`src/rtl/hbg_pkg.sv`:
```
package hbg_pkg;

   // leg sequencing states
   typedef enum logic [1:0] {
      LEG_OFF  = 2'd0,
      LEG_WAIT = 2'd1,
      LEG_HI   = 2'd2,
      LEG_LO   = 2'd3
   } leg_st_t;

   function automatic int imax(input int a, input int b);
      return (a > b) ? a : b;
   endfunction

endpackage

```
`src/rtl/hbg_leg.sv`:
```
module hbg_leg
   import hbg_pkg::*;
#(
   parameter int DT_RISE = 20,
   parameter int DT_FALL = 18
) (
   input  logic clk,
   input  logic rst_n,
   input  logic cmd,
   input  logic blk,
   output logic gate_hi,
   output logic gate_lo
);

   localparam int DT_MAX = imax(DT_RISE, DT_FALL);
   localparam int CNT_W  = $clog2(DT_MAX + 1);
   localparam logic [CNT_W-1:0] LOAD_R = CNT_W'(DT_RISE - 1);
   localparam logic [CNT_W-1:0] LOAD_F = CNT_W'(DT_FALL - 1);

   leg_st_t          st;
   logic [CNT_W-1:0] cnt;
   logic             tgt;

   always_ff @(posedge clk or negedge rst_n) begin
      if (!rst_n) begin
         st  <= LEG_OFF;
         cnt <= '0;
         tgt <= 1'b0;
      end else if (blk) begin
         st  <= LEG_OFF;
         cnt <= '0;
      end else begin
         unique case (st)
            LEG_OFF: begin
               st  <= LEG_WAIT;
               tgt <= cmd;
               cnt <= cmd ? LOAD_R : LOAD_F;
            end
            LEG_WAIT: begin
               if (cmd != tgt) begin
                  tgt <= cmd;
                  cnt <= cmd ? LOAD_R : LOAD_F;
               end else if (cnt == '0) begin
                  st <= tgt ? LEG_HI : LEG_LO;
               end else begin
                  cnt <= cnt - 1'b1;
               end
            end
            LEG_HI: begin
               if (!cmd) begin
                  st  <= LEG_WAIT;
                  tgt <= 1'b0;
                  cnt <= LOAD_F;
               end
            end
            LEG_LO: begin
               if (cmd) begin
                  st  <= LEG_WAIT;
                  tgt <= 1'b1;
                  cnt <= LOAD_R;
               end
            end
            default: st <= LEG_OFF;
         endcase
      end
   end

   assign gate_hi = (st == LEG_HI);
   assign gate_lo = (st == LEG_LO);

   // count of cycles both gates have been off, used by the dead-time checks
   logic [CNT_W:0] off_run;
   always_ff @(posedge clk or negedge rst_n) begin
      if (!rst_n)                      off_run <= '0;
      else if (gate_hi || gate_lo)     off_run <= '0;
      else if (off_run != '1)          off_run <= off_run + 1'b1;
   end


   no_overlap_chk: assert property (@(posedge clk) disable iff (!rst_n)
      !(gate_hi && gate_lo));


   rise_gap_chk: assert property (@(posedge clk) disable iff (!rst_n)
      $rose(gate_hi) |-> (off_run >= (CNT_W+1)'(DT_RISE)));


   fall_gap_chk: assert property (@(posedge clk) disable iff (!rst_n)
      $rose(gate_lo) |-> (off_run >= (CNT_W+1)'(DT_FALL)));


   blk_off_chk: assert property (@(posedge clk) disable iff (!rst_n)
      blk |=> !(gate_hi || gate_lo));


   side_match_chk: assert property (@(posedge clk) disable iff (!rst_n)
      (gate_hi && cmd && !blk) |=> gate_hi);

endmodule

```
`src/rtl/hbg_chan.sv`:
```
module hbg_chan #(
   parameter int LEGS    = 2,
   parameter int DT_RISE = 20,
   parameter int DT_FALL = 18
) (
   input  logic            clk,
   input  logic            rst_n,
   input  logic [LEGS-1:0] cmd,
   input  logic            shdn_n,
   input  logic [LEGS-1:0] oc_hi,
   input  logic [LEGS-1:0] oc_lo,
   input  logic            gdis,
   output logic [LEGS-1:0] gate_hi,
   output logic [LEGS-1:0] gate_lo,
   output logic [LEGS-1:0] drv_en
);

   logic [LEGS-1:0] blk;

   for (genvar j = 0; j < LEGS; j++) begin : g_leg
      assign blk[j] = !shdn_n || gdis || oc_hi[j] || oc_lo[j];

      hbg_leg #(
         .DT_RISE(DT_RISE),
         .DT_FALL(DT_FALL)
      ) u_leg (
         .clk    (clk),
         .rst_n  (rst_n),
         .cmd    (cmd[j]),
         .blk    (blk[j]),
         .gate_hi(gate_hi[j]),
         .gate_lo(gate_lo[j])
      );

      assign drv_en[j] = gate_hi[j] | gate_lo[j];
   end


   hiz_chk: assert property (@(posedge clk) disable iff (!rst_n)
      !shdn_n |=> (drv_en == '0));


   gdis_off_chk: assert property (@(posedge clk) disable iff (!rst_n)
      gdis |=> (gate_hi == '0 && gate_lo == '0));

endmodule

```
`src/rtl/hbridge_dt_ctrl.sv`:
```
module hbridge_dt_ctrl #(
   parameter int NUM_CH      = 2,
   parameter int LEGS_PER_CH = 2,
   parameter int DT_RISE     = 20,
   parameter int DT_FALL     = 18
) (
   input  logic                          clk,
   input  logic                          rst_n,
   input  logic [NUM_CH*LEGS_PER_CH-1:0] leg_in,
   input  logic [NUM_CH-1:0]             shdn_n,
   input  logic [NUM_CH*LEGS_PER_CH-1:0] oc_hi,
   input  logic [NUM_CH*LEGS_PER_CH-1:0] oc_lo,
   input  logic                          gdis,
   output logic [NUM_CH*LEGS_PER_CH-1:0] gate_hi,
   output logic [NUM_CH*LEGS_PER_CH-1:0] gate_lo,
   output logic [NUM_CH*LEGS_PER_CH-1:0] drv_en
);

   localparam int NLEG = NUM_CH * LEGS_PER_CH;

   if (NUM_CH < 1 || LEGS_PER_CH < 1) begin : g_bad_shape
      $error("hbridge_dt_ctrl: channel and leg counts must be at least 1");
   end
   if (DT_RISE < 1 || DT_FALL < 1) begin : g_bad_dt
      $error("hbridge_dt_ctrl: dead-time counts must be at least 1");
   end

   for (genvar c = 0; c < NUM_CH; c++) begin : g_ch
      localparam int B = c * LEGS_PER_CH;

      hbg_chan #(
         .LEGS   (LEGS_PER_CH),
         .DT_RISE(DT_RISE),
         .DT_FALL(DT_FALL)
      ) u_chan (
         .clk    (clk),
         .rst_n  (rst_n),
         .cmd    (leg_in[B +: LEGS_PER_CH]),
         .shdn_n (shdn_n[c]),
         .oc_hi  (oc_hi[B +: LEGS_PER_CH]),
         .oc_lo  (oc_lo[B +: LEGS_PER_CH]),
         .gdis   (gdis),
         .gate_hi(gate_hi[B +: LEGS_PER_CH]),
         .gate_lo(gate_lo[B +: LEGS_PER_CH]),
         .drv_en (drv_en[B +: LEGS_PER_CH])
      );
   end


   reset_quiet_chk: assert property (@(posedge clk)
      !rst_n |-> (gate_hi == '0 && gate_lo == '0 && drv_en == '0));


   all_overlap_chk: assert property (@(posedge clk) disable iff (!rst_n)
      (gate_hi & gate_lo) == {NLEG{1'b0}});

endmodule

```
`config.mk`:
```
export PLATFORM = sky130hd
export DESIGN_NAME = hbridge_dt_ctrl
export DESIGN_NICKNAME = d
export VERILOG_FILES = /design/src/rtl/hbg_pkg.sv /design/src/rtl/hbg_leg.sv /design/src/rtl/hbg_chan.sv /design/src/rtl/hbridge_dt_ctrl.sv
export SDC_FILE = /design/constraint.sdc
export NUM_CORES = 1
export LEC_CHECK = 0
export BUFFER_PORTS_ARGS = -buffer_cell sky130_fd_sc_hd__buf_2
export CAP_MARGIN = 15
export CORE_MARGIN = 1
export CORE_UTILIZATION = 41
export CTS_BUF_LIST = sky130_fd_sc_hd__clkbuf_16
export DETAILED_ROUTE_END_ITERATION = 16
export PLACE_DENSITY_LB_ADDON = 0.2
export SLEW_MARGIN = 0
export SYNTH_ARGS = -nofsm -noshare
export SYNTH_HDL_FRONTEND = slang
export SYNTH_SLANG_ARGS = --single-unit
```
`constraint.sdc`:
```
create_clock -name clk -period 1.9 [get_ports clk]
set_clock_uncertainty 0.2 [all_clocks]
set_input_delay 0.095 -clock clk [delete_from_list [all_inputs] [get_ports clk]]
set_output_delay 0.095 -clock clk [all_outputs]
set_load 0.02 [all_outputs]
```
=== Word level (Yosys, flattened, before mapping) ===
Index checks and enable logic that the tools add are counted.

* Add/sub/neg operators: 4
* Eq/ne operators: 48
* Muxes and demuxes: 72
* Bitwise logic cells: 8
* Reduce and logical (&&, ||, !) cells: 32

{| class="wikitable"
|+ Operator list
! cell !! count
|-
| two-way mux 5 bit || 20
|-
| one-hot mux 5 bit (4 select lines) || 4
|-
| two-way mux 2 bit || 24
|-
| inequality test 3 bit, second input constant || 16
|-
| one-hot mux 2 bit (4 select lines) || 4
|-
| AND reduction 4 bit || 8
|-
| inequality test 2 bit, second input constant || 12
|-
| logical NOT 5 bit || 4
|-
| subtractor 5 x 1 -> 5 bit, second input constant || 4
|-
| == test 2 bit, second input constant || 8
|-
| two-way mux 1 bit || 16
|-
| inequality test 4 bit, second input constant || 4
|-
| one-hot mux 1 bit (4 select lines) || 4
|-
| AND reduction 3 bit || 4
|-
| logical OR 1 bit || 10
|-
| == test 2 x 1 -> 1 bit, second input constant || 4
|-
| logical NOT 2 bit || 4
|-
| inequality test 1 bit || 4
|-
| NOT 1 bit || 4
|-
| OR 1 bit || 4
|-
| logical NOT 1 bit || 2
|}

* Output and inout port bits: 12
* Input bits: 17
* Bits in registers: 32

=== Depth between registers and ports, before layout ===
Gate-level depths: netlist of run 1.

* Depth after elaboration: 6
* Mapped depth: 6
* Gate-level depth less buffers: 6

=== Hierarchy ===
A second synthesis of run 1 with hierarchy kept.

* Cells, all modules: 276
* Area total of the unflattened synthesis: 2,302.2 um^2

{| class="wikitable"
|+ Modules (own cells, without submodules)
! module !! area each (um^2) !! instances !! cells each !! seq. area each (um^2)
|-
| hbg_leg || 559.3 || 4 || 67 || 200.2
|-
| hbg_chan || 32.5 || 2 || 4 || 0.0
|}

=== Least setup slack after synthesis of run 1 ===
Ideal clock, no wire load.

* Path kind: register -> register
* Start: register g_ch[0].u_chan.g_leg[0].u_leg.cnt[0]
* End: register g_ch[0].u_chan.g_leg[0].u_leg.cnt[1]
* Cell stages (with the launch flop): 7
* Buffers on the path: 0
* Period minus slack after synthesis: 1.969 ns
* Required time: 1.575 ns
* Library setup time: 0.125 ns
* Arrival time: 1.644 ns
* Setup slack: -0.069 ns
* Path through: dfrtp_1 -> inv_1 -> ha_1 -> nor4b_1 -> a32oi_1 -> nand3_1 -> mux2_2

* Longest elaborated chain between the ends: 5
* Elaborated cells between the ends (all ways): 8
* Those cells by class: add/sub (1); eq/ne (1); mux (4); reduce/logical (2)

{| class="wikitable"
|+ Ends and longest elaborated chain
! element !! RTL line !! source
|-
| start, declared || hbg_leg.sv:21 || <nowiki>logic [CNT_W-1:0] cnt;</nowiki>
|-
| start signal, assigned || hbg_leg.sv:37 || <nowiki>cnt <= cmd ? LOAD_R : LOAD_F;</nowiki>
|-
| start signal, assigned || hbg_leg.sv:42 || <nowiki>cnt <= cmd ? LOAD_R : LOAD_F;</nowiki>
|-
| start signal, assigned || hbg_leg.sv:46 || <nowiki>cnt <= cnt - 1'b1;</nowiki>
|-
| subtractor 5 x 1 -> 5 bit || hbg_leg.sv:46 ||
|-
| two-way mux 5 bit || hbg_leg.sv:43 || <nowiki>end else if (cnt == '0) begin</nowiki>
|-
| two-way mux 5 bit || hbg_leg.sv:40 || <nowiki>if (cmd != tgt) begin</nowiki>
|-
| one-hot mux 5 bit (4 select lines) || hbg_leg.sv:33 || <nowiki>unique case (st)</nowiki>
|-
| two-way mux 5 bit || hbg_leg.sv:29 || <nowiki>end else if (blk) begin</nowiki>
|}

Several ways; a longest one is shown, not always the timed one. The select of a mux whose other input is x is not followed.
A chain may end at the register's enable or synchronous reset.

=== Worst setup path after layout of run 1 ===
* Start: register g_ch[0].u_chan.g_leg[1].u_leg.cnt[0]
* End: register g_ch[0].u_chan.g_leg[1].u_leg.cnt[2]

* Longest elaborated chain between the ends: 5
* Elaborated cells between the ends (all ways): 8
* Those cells by class: add/sub (1); eq/ne (1); mux (4); reduce/logical (2)

{| class="wikitable"
|+ Ends and longest elaborated chain
! element !! RTL line
|-
| start, declared || hbg_leg.sv:21
|-
| start signal, assigned || hbg_leg.sv:37
|-
| start signal, assigned || hbg_leg.sv:42
|-
| start signal, assigned || hbg_leg.sv:46
|-
| subtractor 5 x 1 -> 5 bit || hbg_leg.sv:46
|-
| two-way mux 5 bit || hbg_leg.sv:43
|-
| two-way mux 5 bit || hbg_leg.sv:40
|-
| one-hot mux 5 bit (4 select lines) || hbg_leg.sv:33
|-
| two-way mux 5 bit || hbg_leg.sv:29
|}

Several ways; a longest one is shown, not always the timed one. The select of a mux whose other input is x is not followed.

==> flow_results.org, run 1 <==
** Outcome
- Status :: finished, final reports clean

** Worst setup path
- The worst register-to-register path begins at g_ch[0].u_chan.g_leg[1].u_leg.cnt[0].
- Worst Setup Path Type :: reg2reg
- Worst-path maximum fanout :: 4
- For the worst setup path, the data required time is between 1.5 and 2 ns.
- STA puts the critical path data arrival time at approximately 1.9 ns.
- Type of destination of the critical path :: flip-flop
- Setup slack, reg-to-reg :: 0.007 ns
- CP top delay family :: simple AND/OR/NAND/NOR gates
- R2R cell count :: 6
- In this run the critical register-to-register path is captured at g_ch[0].u_chan.g_leg[1].u_leg.cnt[2].
- Worst Setup Start Kind :: flip-flop
- Largest incremental delay on the critical path :: roughly 0.50 ns
- Among all stages on the critical path, the largest delay is contributed by or4b_4.
- Ordered cell list for the critical path :: inv_2 > ha_4 > or4b_4 > o21ai_4 > a31oi_4 > o31ai_2
- Number of buffer and inverter stages on the critical path :: 1

** Place
- Final weighted congestion of routability-driven global placement :: 0.7949
- Detail Placement HPWL :: roughly 3500 um
- Number of port buffers :: 28
- Placed Cells :: between 300 and 400

** Finish
- The post-route netlist has 29.87% of its cells at a drive strength greater than 1.
- Non-filler instance count after layout :: around 380
- Layout area overhead :: 28.97%
- Storage element area :: between 800 and 900 sq um
- The net count of the finished layout is about 330.
- Number of diodes added for antenna fixing :: 0
- Multi-input gate area :: between 1000 and 1500 sq um
- Final standard cell utilization of the core :: between 50 and 60%
- The filler cells instantiated in the layout total 496.

** Floorplan
- In this run the horizontal extent of the chip is between 70 and 80 um.
- The core region is approximately 5200 sq um.
- Ports placed on the boundary :: 29
- Height of the chip :: 76.51 um
- Die area :: 5853 sq um
- Initial cell density of the core :: around 43%
- The floorplan has 26 rows.

** CTS
- The number of clock buffers added by TritonCTS is 5.
- Worst-skew pair later-pin latency :: 0.27 ns
- The H-tree generated during clock tree synthesis spans 2 levels.
- Number of sinks handled by clock tree synthesis :: 32
- CTS tree :: done
- Clock-pin slew was measured on the worst setup and hold paths at 0.05 ns.
- The root buffer cell chosen for the clock tree is clkbuf_16.
- Maximum buffer depth of the clock tree :: 2

** Yosys
- Total of flip-flops plus latches after synthesis :: 32
- Sequential cells were found to cover a little over a third of the synthesized design area.
- Cells after Synth :: around 270
- After synthesis, the share of flip-flops with an asynchronous set or reset is 100.0%.
- The netlist uses 58 different library cells.
- Synth warn :: 0
- Averaged over all synthesized cells, the footprint is approximately 8.5 sq um.
- Leading post-synthesis cells by cell area :: dfrtp_1 35%, a21oi_1 5.1%, inv_1 3.6%
- The most used flip-flop cell after synthesis is dfrtp_1.
- The number of nets in the synthesized netlist is between 200 and 300.
- After synthesis, the largest area contributor takes up a little over a third of total cell area.
- The mapped netlist covers approximately 2300 sq um.
- Largest area contributor in the netlist :: dfrtp_1
- In this run, synthesis inferred 0 flip-flops with an integrated enable.

** Min path
- Hold WC Path Type :: in2reg
- Counting instances, the worst hold path has a depth of 3.
- Hold EP :: g_ch[0].u_chan.g_leg[1].u_leg.tgt
- In this run the most critical hold path is launched from leg_in[1].

** Global route
- Overall fraction of global-route tracks in use :: 17.98%
- Initial antenna violation count :: 0
- Residual overflow from global routing :: 0
- Number of global-route vias before repair :: about 1900
- Entering global routing, the biggest net connects 33 pins.
- First-pass GRT wire length :: ~8500 um

** STA
- Tightest Pin Transition :: roughly 0.72 ns
- Final number of max-transition violations :: 0
- The final hold violation count is 0.
- Rel. slew slack :: 51.75%
- Max Freq :: between 500 and 600 MHz
- Unrepaired setup endpoints after global routing :: yes
- Final count of negative-setup-slack endpoints :: 0
- Share of the cycle needed by the critical path after routing :: 99.61%
- Minimum clock period after layout :: 1.893 ns

** Drt
- The pre-antenna-repair detailed-routing pass consisted of 4 iterations.
- In the routed design, unresolved DRC markers number 0.
- In the final routed layout, each cell accounts on average for about 14 um.
- Total via count after detailed routing :: between 2000 and 2500
- Summed over all layers, the routed wires come to approximately 5200 um.
- Post-route ant nets :: 0
- For this block, the initial DRC count from the detailed router was about 110.
- Using the TritonRoute via totals, the vias-per-cell ratio works out to 5.487.

** Power and ir drop
- IR analysis of the VDD net gives a maximum drop of 455.6 uV.
- In this run switching power makes up 25.36% of total power.
- Clock network fraction of design power :: 45.6%
- Of the total power, registers draw about two fifths.
- Dividing total power by cell area gives a power density of 670.4 nW/um^2.
- Net switching power :: 499.0 uW
- Share of power burned in combinational logic :: around 16%
- For this design the static power due to leakage is between 0.001 and 0.0015 uW.
- The internal power of the cells totals ~1500 uW.

** Run
- Max-capacitance violation count :: 0
## how the worst max path moves through the flow
stage	from	endpoint	slack (ns)	cells past startpoint
after floorplan	g_ch[0].u_chan.g_leg[1].u_leg.cnt[0]	g_ch[0].u_chan.g_leg[1].u_leg.cnt[2]	0.01	6
after global placement	g_ch[0].u_chan.g_leg[0].u_leg.cnt[0]	g_ch[0].u_chan.g_leg[0].u_leg.cnt[1]	0.008	6
after detailed placement	g_ch[0].u_chan.g_leg[0].u_leg.cnt[0]	g_ch[0].u_chan.g_leg[0].u_leg.cnt[1]	-0.04	6
after CTS	g_ch[0].u_chan.g_leg[1].u_leg.cnt[0]	g_ch[0].u_chan.g_leg[1].u_leg.cnt[2]	-0.002	6
after global routing	g_ch[0].u_chan.g_leg[1].u_leg.cnt[0]	g_ch[0].u_chan.g_leg[1].u_leg.cnt[2]	-0.07	6
final	g_ch[0].u_chan.g_leg[1].u_leg.cnt[0]	g_ch[0].u_chan.g_leg[1].u_leg.cnt[2]	0.007	6
## logic make-up after synthesis
group / synth area share, %
mux: 2.254
simple gates: 25.18
compound gates: 21.99
xor+xnor: 2.694
buf+inv: 10.50
flops: 35.18
fa+ha+maj: 2.199
## sequential cells by signal, indices dropped and copies added (netlist names)
register and count:
g_ch.u_chan.g_leg.u_leg.cnt 20, g_ch.u_chan.g_leg.u_leg.st 8, g_ch.u_chan.g_leg.u_leg.tgt 4
## worst reg2reg max path, stage by stage, from the launching register on
cell and delay, ns:
dfrtp_1 0.38, inv_2 0.10, ha_4 0.14, or4b_4 0.50, o21ai_4 0.18, a31oi_4 0.13, o31ai_2 0.19
## power groups by stage
stage               clock (uW)  combinational, uW  sequential, uW
floorplan                    0                221             729
global placement             0                273             768
detailed placement           0                275             767
CTS                        920                298             757
global route               950                348             765
finish                     897                311             759
## synthesized netlist by cell type (6+ instances only)
library cell and number:
nor2_1 19, nand3_1 7, dfrtp_1 32, inv_1 22
nor2b_1 9, buf_4 8, a21oi_1 23, nand2_1 12
nor3_1 10, nor4b_1 6, clkbuf_1 16
## repair_timing
action / CTS / global route
buffers inserted: 1 / 6
gates resized for setup: 10 / 14
setup endpoints to repair: 3 / 12
pin swaps: 1 / 11
hold endpoints to repair: 38 / 0
hold buffers: 5 / 0
## final cells by class
class / count / area share, %
sequential: 32 / 27.28
timing repair buffer: 63 / 14.15
clock buffer: 5 / 4.263
tap: 70 / 2.984
inverter: 22 / 2.813
clock inverter: 3 / 1.321
multi-input combinational: 183 / 47.19
## cell usage in the layout, fill, tap and decap left out, types with 4 or more instances in the layout
cell	netlist	layout
dfrtp_1	32	32
clkbuf_16	0	5
buf_2	5	28
or3_1	4	4
nor2_1	19	19
o22ai_1	4	4
nand2b_1	5	5
dlygate4sd3_1	0	5
nand3b_1	5	5
nand3_1	7	5
a21oi_1	23	23
inv_1	22	20
xnor2_1	4	4
nand2_1	12	12
nor3_1	10	9
buf_4	8	30
nor2b_1	9	9
nor4_1	5	5
o21ai_0	5	5
mux2i_1	4	4
## stage by stage
step	power, uW	worst slack, ns	hold WS, ns	area [sq um]	setup TNS (ns)
finish	1968	0.007373	0.02105	2935	0
CTS	1975	-0.002409	0.01362	2823	-0.002409
global route	2063	-0.06976	0.05410	2935	-0.2392
detailed placement	1042	-0.03937	0.003617	2534	-0.06664
global placement	1041	0.007873	0.01574	2534	0
floorplan	950.4	0.009873	-0.4006	2282	0
## per-layer routing
| metal | GRT usage, % | routed length [um] | vias to the layer above | share of wire [%] |
|---|---|---|---|---|
| met3 | 3.473 | 156 | 4 | 3.0 |
| met2 | 30.09 | 2496 | 41 | 48 |
| met4 | 4.808 | 30 | 0 | 0.58 |
| met1 | 23.58 | 2500 | 984 | 48 |
| li1 | - | - | 1045 | - |
| met5 | 0 | 0 | - | 0 |
Power figures use the tool's default switching activity.
==> inputs of run 2 (changes only) <==
- ABC_AREA: not set -> 1
==> run 2 against run 1 <==
Hold slack worse by 0.013 ns. Critical path depth up 3. Cell area down 6.2%. Combinational power down 22%. Sequential cell count unchanged. Sequential power down 2%. Sequential share of layout area up 1.8 points. Synthesized cell count up 38%. Utilization down 7.0 points.
==> flow_results.org, run 2 <==
** CTS
- Number of sinks handled by clock tree synthesis :: 32 (unchanged)
- CTS tree :: done
- Clock tree synthesis selected as its root buffer the cell clkbuf_16.
- The total clock buffers created by CTS came to 5 (unchanged).
- Worst-skew pair later-pin latency :: 0.27 ns (about the same)
- Worst-path clk slew :: 0.05 ns (about the same)
- Count of H-tree levels built during CTS :: 2 (unchanged)
- Cells resized by post-CTS repair :: 0 (-10)
- Maximum buffer depth of the clock tree :: 2 (unchanged)

** Yosys
- The average footprint of a synthesized cell was 6.589 sq um (-23%).
- Number of different library cells in the post-synthesis netlist :: 25 (-57%)
- The number of nets produced by synthesis is 389 (+35%).
- Top cells by instance count after synthesis :: 125 x nand2_1, 64 x inv_1, 32 x dfrtp_1, 32 x nor2_1, 30 x nand3_1
- Most instantiated library cell after synthesis :: nand2_1
- Post-synthesis sequential area ratio :: 33.02% (-2.2 points)
- Among all flip-flop cells after synthesis, the most frequent one is dfrtp_1.
- Cells after Synth :: 368 (+38%)
- Synth warn :: 0 (unchanged)
- After synthesis, the cell types taking the most area are dfrtp_1 33%, nand2_1 19%, inv_1 9.9%.
- Share of async-settable or async-resettable flops after synthesis :: 100.0% (unchanged)
- Total of flip-flops plus latches after synthesis :: 32 (unchanged)
- Post-Synthesis Cell Area :: 2425 sq um (+6.5%)
- Number of flops mapped to enable cells by yosys :: 0 (unchanged)
- Summed over all instances, the cell type with the most area after synthesis is dfrtp_1.
- The area share of the largest cell type after synthesis came to 33.02% (-2.2 points).

** Worst setup path
- The critical path buffer and inverter count came to 2 (+1).
- The slowest stage of the critical path belongs to the cell dfrtp_1.
- Worst endpoint required time :: 1.86 ns (-0.02 ns)
- CP top delay family :: simple AND/OR/NAND/NOR gates
- Worst-path maximum fanout :: 9 (+5)
- Setup slack, reg-to-reg :: 0.26 ns (+0.25 ns)
- Worst Setup Start Kind :: flip-flop
- Ordered cell list for the critical path :: inv_1 > ha_1 > nand3_1 > nor2_1 > nand2_2 > nand2_4 > inv_1 > nand2_1 > nand2_1
- Type of destination of the critical path :: flip-flop
- Worst Setup Path Type :: reg2reg
- The worst stage delay on the critical path is 0.37 ns (-0.13 ns).
- The worst path arrival time was 1.61 ns (-0.27 ns).

** STA
- The highest clock frequency the design can meet is 607.9 MHz (+15%).
- The worst max-slew margin expressed relative to the limit came to 49.53% (-2.2 points).
- Tightest Pin Transition :: 0.7570 ns (+0.03328 ns)
- The sum of negative setup slack was 0 ns (unchanged).
- Share of the cycle needed by the critical path after routing :: 86.57% (-13 points)
- The final critical delay including setup and external delays came to 1.645 ns (-0.2477 ns).
- The final number of setup-violating endpoints was 0 (unchanged).
- The final hold violation count was 0 (unchanged).
- Final number of max-transition violations :: 0 (unchanged)
- Setup repair after global routing left no endpoint under its margin.

** Global route
- The wire length of the first global-routing pass is 7997 um (-6.1%).
- The initial antenna violation count is 0 (unchanged).
- The total global-route track usage is 16.28% (-1.7 points).
- The total global routing overflow was 0 (unchanged).
- The maximum number of pins on one net before global-route repair was 33 (unchanged).
- The number of global-route vias before repair was 1922 (+1.8%).

** Drt
- The DRC violation count after routing was 0 (unchanged).
- Post-route ant nets :: 0 (unchanged)
- Violation count after the first detailed-routing iteration :: 111 (+2.8%)
- Total routed wirelength :: 4675 um (-9.8%)
- The first-pass iteration count of the detailed router came to 4 (unchanged).
- The average wire per standard cell is 10.01 um (-27%).
- The detailed-route vias per instance is 4.610 (-16%).
- The total number of vias came to 2153 (+3.8%).

** Finish
- Leaving out fill and tap cells, the most frequent cells in the layout are 125 x nand2_1, 64 x inv_1, 32 x nor2_1, 32 x dfrtp_1, 30 x nand3_1.
- The utilization of the core after routing was 49.09% (-7.0 points).
- Area of all placed cells without fillers :: 2753 sq um (-6.2%)
- Register bank with the most flops :: g_ch.u_chan.g_leg.u_leg.cnt
- The final net count came to 416 (+27%).
- Non-filler instance count after layout :: 467 (+24%)
- Layout cell share with drive strength beyond 1 :: 16.71% (-13 points)
- Top flop regs :: g_ch.u_chan.g_leg.u_leg.cnt x20, g_ch.u_chan.g_leg.u_leg.st x8, g_ch.u_chan.g_leg.u_leg.tgt x4
- Relative to the synthesized area, the layout overhead comes to 13.52%.
- Largest register FFs :: 20 (unchanged)
- The number of diodes is 0 (unchanged).
- Most common cell after layout, fill and taps aside :: nand2_1
- The number of fill cells in the layout is 581 (+17%).

** Power and ir drop
- The static leakage was 0.001671 uW (+23%).
- Worst ir drop on vdd :: 507.7 uV (+11%)
- Pwr dens :: 627.8 nW/um^2 (-6.4%)

** Place
- Placed Cells :: 456 (+27%)
- Total placed instance area :: 2580 sq um (+1.8%)
- Final weighted congestion of routability-driven global placement :: 0.8350 (+5.0%)
- Number of port buffers :: 28 (unchanged)
- The placed wire-length estimate after detailed placement came to 3578 um (+1.1%).

** Outcome
- Status :: finished, final reports clean

** Floorplan
- Core ar. :: 5608 sq um (+7.1%)
- The I/O pin total is 29 (unchanged).
- Height of the chip :: 78.91 um (+3.1%)
- The standard-cell row count is 27 (+3.8%).
- The die extent in x came to 78.91 um (+3.1%).
- The area enclosed by the die boundary was 6226 sq um (+6.4%).
- The effective utilization at floorplan is 43.24% (-0.21 points).

** Run
- Max-capacitance violation count :: 0 (unchanged)

** Min path
- In this run the worst hold path is classified as in2reg.
[run 2: cell count changes after synthesis, moves of 8 or more]
cell / delta
nand2_1: +113
nand3_1: +23
nor2_1: +13
nor2b_1: -9
a21oi_1: -20
o21ai_0: +12
nor3_1: -8
inv_1: +42
clkbuf_1: -12
nand2_2: +10
[run 2: cell type report]
| cell class | count | area (sq um) | share of cell area [%] |
|---|---|---|---|
| repair buffers | 32 | 180.2 | 6.545 |
| clock buffers | 5 | 125.1 | 4.545 |
| well taps | 72 | 90.09 | 3.273 |
| multi-input cells | 254 | 1284 | 46.64 |
| flip-flops and latches | 32 | 800.8 | 29.09 |
| clock inverters | 2 | 7.507 | 0.2727 |
| inverters | 70 | 265.3 | 9.636 |
[run 2: what timing repair did]
item | in CTS | in global routing
buffers inserted | 0 | 0
hold buffers | 4 | 0
hold endpoints to repair | 35 | 0
[run 2: where the power goes]
| part | internal, uW | switching [uW] |
|---|---|---|
| combinational | 85.0 | 159 |
| clock | 468 | 275 |
| sequential | 713 | 28.7 |
| total | 1270 | 462 |
[run 2: metrics by stage]
stage	hold slack [ns]	power, uW	setup WS, ns
after CTS	0.007203	1750	0.2437
after floorplan	-0.4006	921.3	0.4227
final	0.007689	1728	0.2551
after detailed placement	0.01692	992.7	0.2502
after global placement	0.01715	989.6	0.2704
after global routing	0.03563	1819	0.1007
[run 2: path summary, 6_finish.rpt]
kind                                                      start  cells past startpoint                                   end
min in group asynchronous                                 rst_n                      2   g_ch[1].u_chan.g_leg[1].u_leg.st[0]
setup / recovery           g_ch[1].u_chan.g_leg[0].u_leg.cnt[0]                      9  g_ch[1].u_chan.g_leg[0].u_leg.cnt[4]
hold / removal                                        leg_in[2]                      3     g_ch[1].u_chan.g_leg[0].u_leg.tgt
max in group asynchronous                                 rst_n                      2  g_ch[0].u_chan.g_leg[1].u_leg.cnt[3]
setup reg to reg           g_ch[1].u_chan.g_leg[0].u_leg.cnt[0]                      9  g_ch[1].u_chan.g_leg[0].u_leg.cnt[4]
hold reg to reg            g_ch[1].u_chan.g_leg[0].u_leg.cnt[0]                      2  g_ch[1].u_chan.g_leg[0].u_leg.cnt[0]
[run 2: cell families after synthesis]
logic type | after synthesis | share of synthesized area, %
simple gates | 221 | 43.70
buf+inv | 82 | 14.04
flops | 32 | 33.02
compound gates | 23 | 5.005
xor+xnor | 6 | 2.167
fa+ha+maj | 4 | 2.064
[run 2: worst reg2reg max path: stages, from the launching register on]
cell and delay, ns:
dfrtp_1 0.37, inv_1 0.12, ha_1 0.22, nand3_1 0.14, nor2_1 0.13, nand2_2 0.08, nand2_4 0.10, inv_1 0.06
nand2_1 0.06, nand2_1 0.05
[run 2: metal layers]
metal / global-route usage [%] / wire (um) / vias up
li1: - / - / 1163
met1: 20.96 / 2414 / 945
met2: 26.78 / 2049 / 40
met3: 3.793 / 167 / 5
met4: 5.455 / 44 / 0
met5: 0 / 0 / -
==> inputs of run 3 (changes only) <==
- MAX_ROUTING_LAYER: not set -> met4
==> run 3 against run 2 <==
Hold slack hardly changed. Combinational power hardly changed. Routed wire length is 0.19% lower. Utilization stayed put. Non-clock buffer count stayed put. Critical path type unchanged. Critical endpoint is now g_ch[1].u_chan.g_leg[0].u_leg.cnt[1]. Largest power group unchanged.
==> flow_results.org, run 3 (synthesis results as in run 2) <==
** Outcome
- Status :: finished, final reports clean

** Floorplan
- Cell Rows :: 27 (unchanged)
- Die span in x :: 78.91 um (unchanged)
- Ports placed on the boundary :: 29 (unchanged)
- Height of the chip :: 78.91 um (unchanged)
- The area enclosed by the die boundary was 6226 sq um (unchanged).
- The total core area came to 5608 sq um (unchanged).
- Initial cell density of the core :: 43.24% (unchanged)

** Place
- The count of placed standard cells including taps is 456 (unchanged).
- Detail Placement HPWL :: 3578 um (unchanged)
- Final weighted congestion of routability-driven global placement :: 0.8478 (+1.5%)
- Worst slack after detailed placement :: 0.2502 ns (unchanged)
- Number of port buffers :: 28 (unchanged)

** STA
- Setup repair after global routing left no endpoint under its margin.
- Share of the cycle needed by the critical path after routing :: 86.47% (-0.11 points)
- The minimum setup slack in the final design came to 0.2571 ns (+0.002045 ns).
- The final number of setup-violating endpoints was 0 (unchanged).
- The measured slew at the worst slew-check pin came to 0.7587 ns (+0.001646 ns).
- Minimum clock period after layout :: 1.643 ns (-0.002045 ns)
- The sum of negative setup slack came to 0 ns (unchanged).
- The final hold violation count was 0 (unchanged).
- Max Freq :: 608.7 MHz (+0.12%)
- The worst max-slew margin expressed relative to the limit is 49.42% (-0.11 points).
- The count of final max-slew check failures is 0 (unchanged).

** Finish
- Commonest cells after routing, fill and taps aside :: 125 x nand2_1, 64 x inv_1, 32 x nor2_1, 32 x dfrtp_1, 30 x nand3_1
- The final net count came to 416 (unchanged).
- The area of the multi-input gates was 1284 sq um (unchanged).
- The number of diodes is 0 (unchanged).
- Final standard cell utilization of the core :: 49.09% (unchanged)
- The register area was 800.8 sq um (unchanged).
- The ratio of cells with drive above 1 in the final layout came to 16.71% (unchanged).
- The relative area change from synthesis to final layout came to 13.52% (unchanged).
- Register bank with the most flops :: g_ch.u_chan.g_leg.u_leg.cnt
- The largest registers in the layout are g_ch.u_chan.g_leg.u_leg.cnt x20, g_ch.u_chan.g_leg.u_leg.st x8, g_ch.u_chan.g_leg.u_leg.tgt x4.
- The library cell used most frequently in the layout, excluding fill and tap cells, is nand2_1.
- The number of fill cells in the layout came to 581 (unchanged).
- Largest register FFs :: 20 (unchanged)
- Non-filler instance count after layout :: 467 (unchanged)

** Worst setup path
- The setup slack on the worst flop-to-flop path came to 0.26 ns (about the same).
- The maximum fanout along the worst path was 9 (unchanged).
- STA classifies the critical path startpoint as a flip-flop.
- The worst path arrival time was 1.61 ns (about the same).
- Type of destination of the critical path :: flip-flop
- The worst register-to-register path ends at g_ch[1].u_chan.g_leg[0].u_leg.cnt[1].
- Worst endpoint required time :: 1.86 ns (about the same)
- The count of cells along the worst register-to-register path is 9 (unchanged).
- The critical path is of the reg2reg type.
- Startpoint of the lowest-slack register-to-register path :: g_ch[1].u_chan.g_leg[0].u_leg.cnt[0]

** Min path
- Hold EP :: g_ch[1].u_chan.g_leg[0].u_leg.tgt
- Worst hold stages :: 3 (unchanged)
- Hold WC Path Type :: in2reg
- HP Start :: leg_in[2]

** CTS
- Count of H-tree levels built during CTS :: 2 (unchanged)
- Root buffer cell :: clkbuf_16
- The clock slew at the register clock pins of the worst setup and hold paths was 0.05 ns (about the same).
- Cells resized by post-CTS repair :: 0 (unchanged)
- Clock buffer count from CTS :: 5 (unchanged)
- Maximum buffer depth of the clock tree :: 2 (unchanged)
- Number of sinks handled by clock tree synthesis :: 32 (unchanged)
- Worst-skew pair later-pin latency :: 0.27 ns (about the same)
- The post-CTS setup repair buffer count came to 0 (unchanged).
- CTS tree :: done

** Global route
- Number of global-route vias before repair :: 1922 (unchanged)
- The total global routing overflow was 0 (unchanged).
- Largest net degree at the start of global routing :: 33 (unchanged)
- Initial antenna violation count :: 0 (unchanged)
- The wire length of the first global-routing pass is 7997 um (unchanged).
- Overall fraction of global-route tracks in use :: 16.73% (+0.45 points)

** Power and ir drop
- Worst ir drop on vdd :: 507.3 uV (about the same)
- The sum of internal, switching and leakage power came to 1728 uW (about the same).
- The total power divided by cell area came to 627.6 nW/um^2 (about the same).
- P_leak :: 0.001671 uW (unchanged)

** Drt
- The average wire per standard cell was 9.991 um (-0.19%).
- Violation count after the first detailed-routing iteration :: 111 (unchanged)
- The final wirelength was 4666 um (-0.19%).
- The post-route antenna net violation count is 0 (unchanged).
- First-pass DRT Iterations :: 4 (unchanged)
- DRC viols :: 0 (unchanged)
- Vias per inst :: 4.602 (-0.19%)
- Total via count after detailed routing :: 2149 (-0.19%)

** Run
- The number of max-cap violations came to 0 (unchanged).
run 3: cell counts in the layout (fill, tap and decap cells not counted):
Identical to the previous run, type by type.
run 3: area by class of cell:
class                   count  share of cell area, %
multi-input cells         254                  46.64
flip-flops and latches     32                  29.09
inverters                  70                  9.636
repair buffers             32                  6.545
clock buffers               5                  4.545
well taps                  72                  3.273
clock inverters             2                 0.2727
run 3: what timing repair did:
action                                  in CTS  in global routing
hold buffers                                 4                  0
endpoints found under the setup margin       0                  0
endpoints found under the hold margin       35                  0
run 3: report_power, final:
group	internal [uW]	leakage [uW]	switching, uW
logic	85.0	0.00117	159
clock network	468	0.0000648	274
registers	713	0.000435	28.7
total	1270	0.00167	462
run 3: worst max-delay path, stage by stage, from the launching register on:
cell and delay, ns:
dfrtp_1 0.37, inv_1 0.12, ha_1 0.22, nand3_1 0.13
nor2_1 0.13, nand2_2 0.08, nand2_4 0.10, inv_1 0.06
nand2_1 0.06, nand2_1 0.05
run 3: through the flow:
stage          instance area, sq um  hold WS [ns]
6_report                       2753      0.007938
5_1_grt                        2753       0.03563
4_1_cts                        2753      0.007203
3_5_place_dp                   2580       0.01692
3_3_place_gp                   2580       0.01715
2_1_floorplan                  2425       -0.4006
run 3: worst max path at each step:
stage | from | to | cells past startpoint | slack, ns
floorplan | g_ch[1].u_chan.g_leg[0].u_leg.cnt[0] | g_ch[1].u_chan.g_leg[0].u_leg.cnt[4] | 9 | 0.42
global placement | g_ch[1].u_chan.g_leg[0].u_leg.cnt[0] | g_ch[1].u_chan.g_leg[0].u_leg.cnt[1] | 9 | 0.27
detailed placement | g_ch[1].u_chan.g_leg[0].u_leg.cnt[0] | g_ch[1].u_chan.g_leg[0].u_leg.cnt[1] | 9 | 0.25
CTS | g_ch[1].u_chan.g_leg[0].u_leg.cnt[0] | g_ch[1].u_chan.g_leg[0].u_leg.cnt[4] | 9 | 0.24
global route | g_ch[1].u_chan.g_leg[1].u_leg.cnt[0] | g_ch[1].u_chan.g_leg[1].u_leg.cnt[0] | 9 | 0.10
finish | g_ch[1].u_chan.g_leg[0].u_leg.cnt[0] | g_ch[1].u_chan.g_leg[0].u_leg.cnt[1] | 9 | 0.26
run 3: metal layers:
metal / up-vias / track usage (%) / part of all wire, %
met2: 39 / 26.78 / 44
li1: 1162 / - / -
met3: 5 / 3.793 / 3.7
met5: - / - / 0
met4: 0 / 5.455 / 0.99
met1: 943 / 20.96 / 52
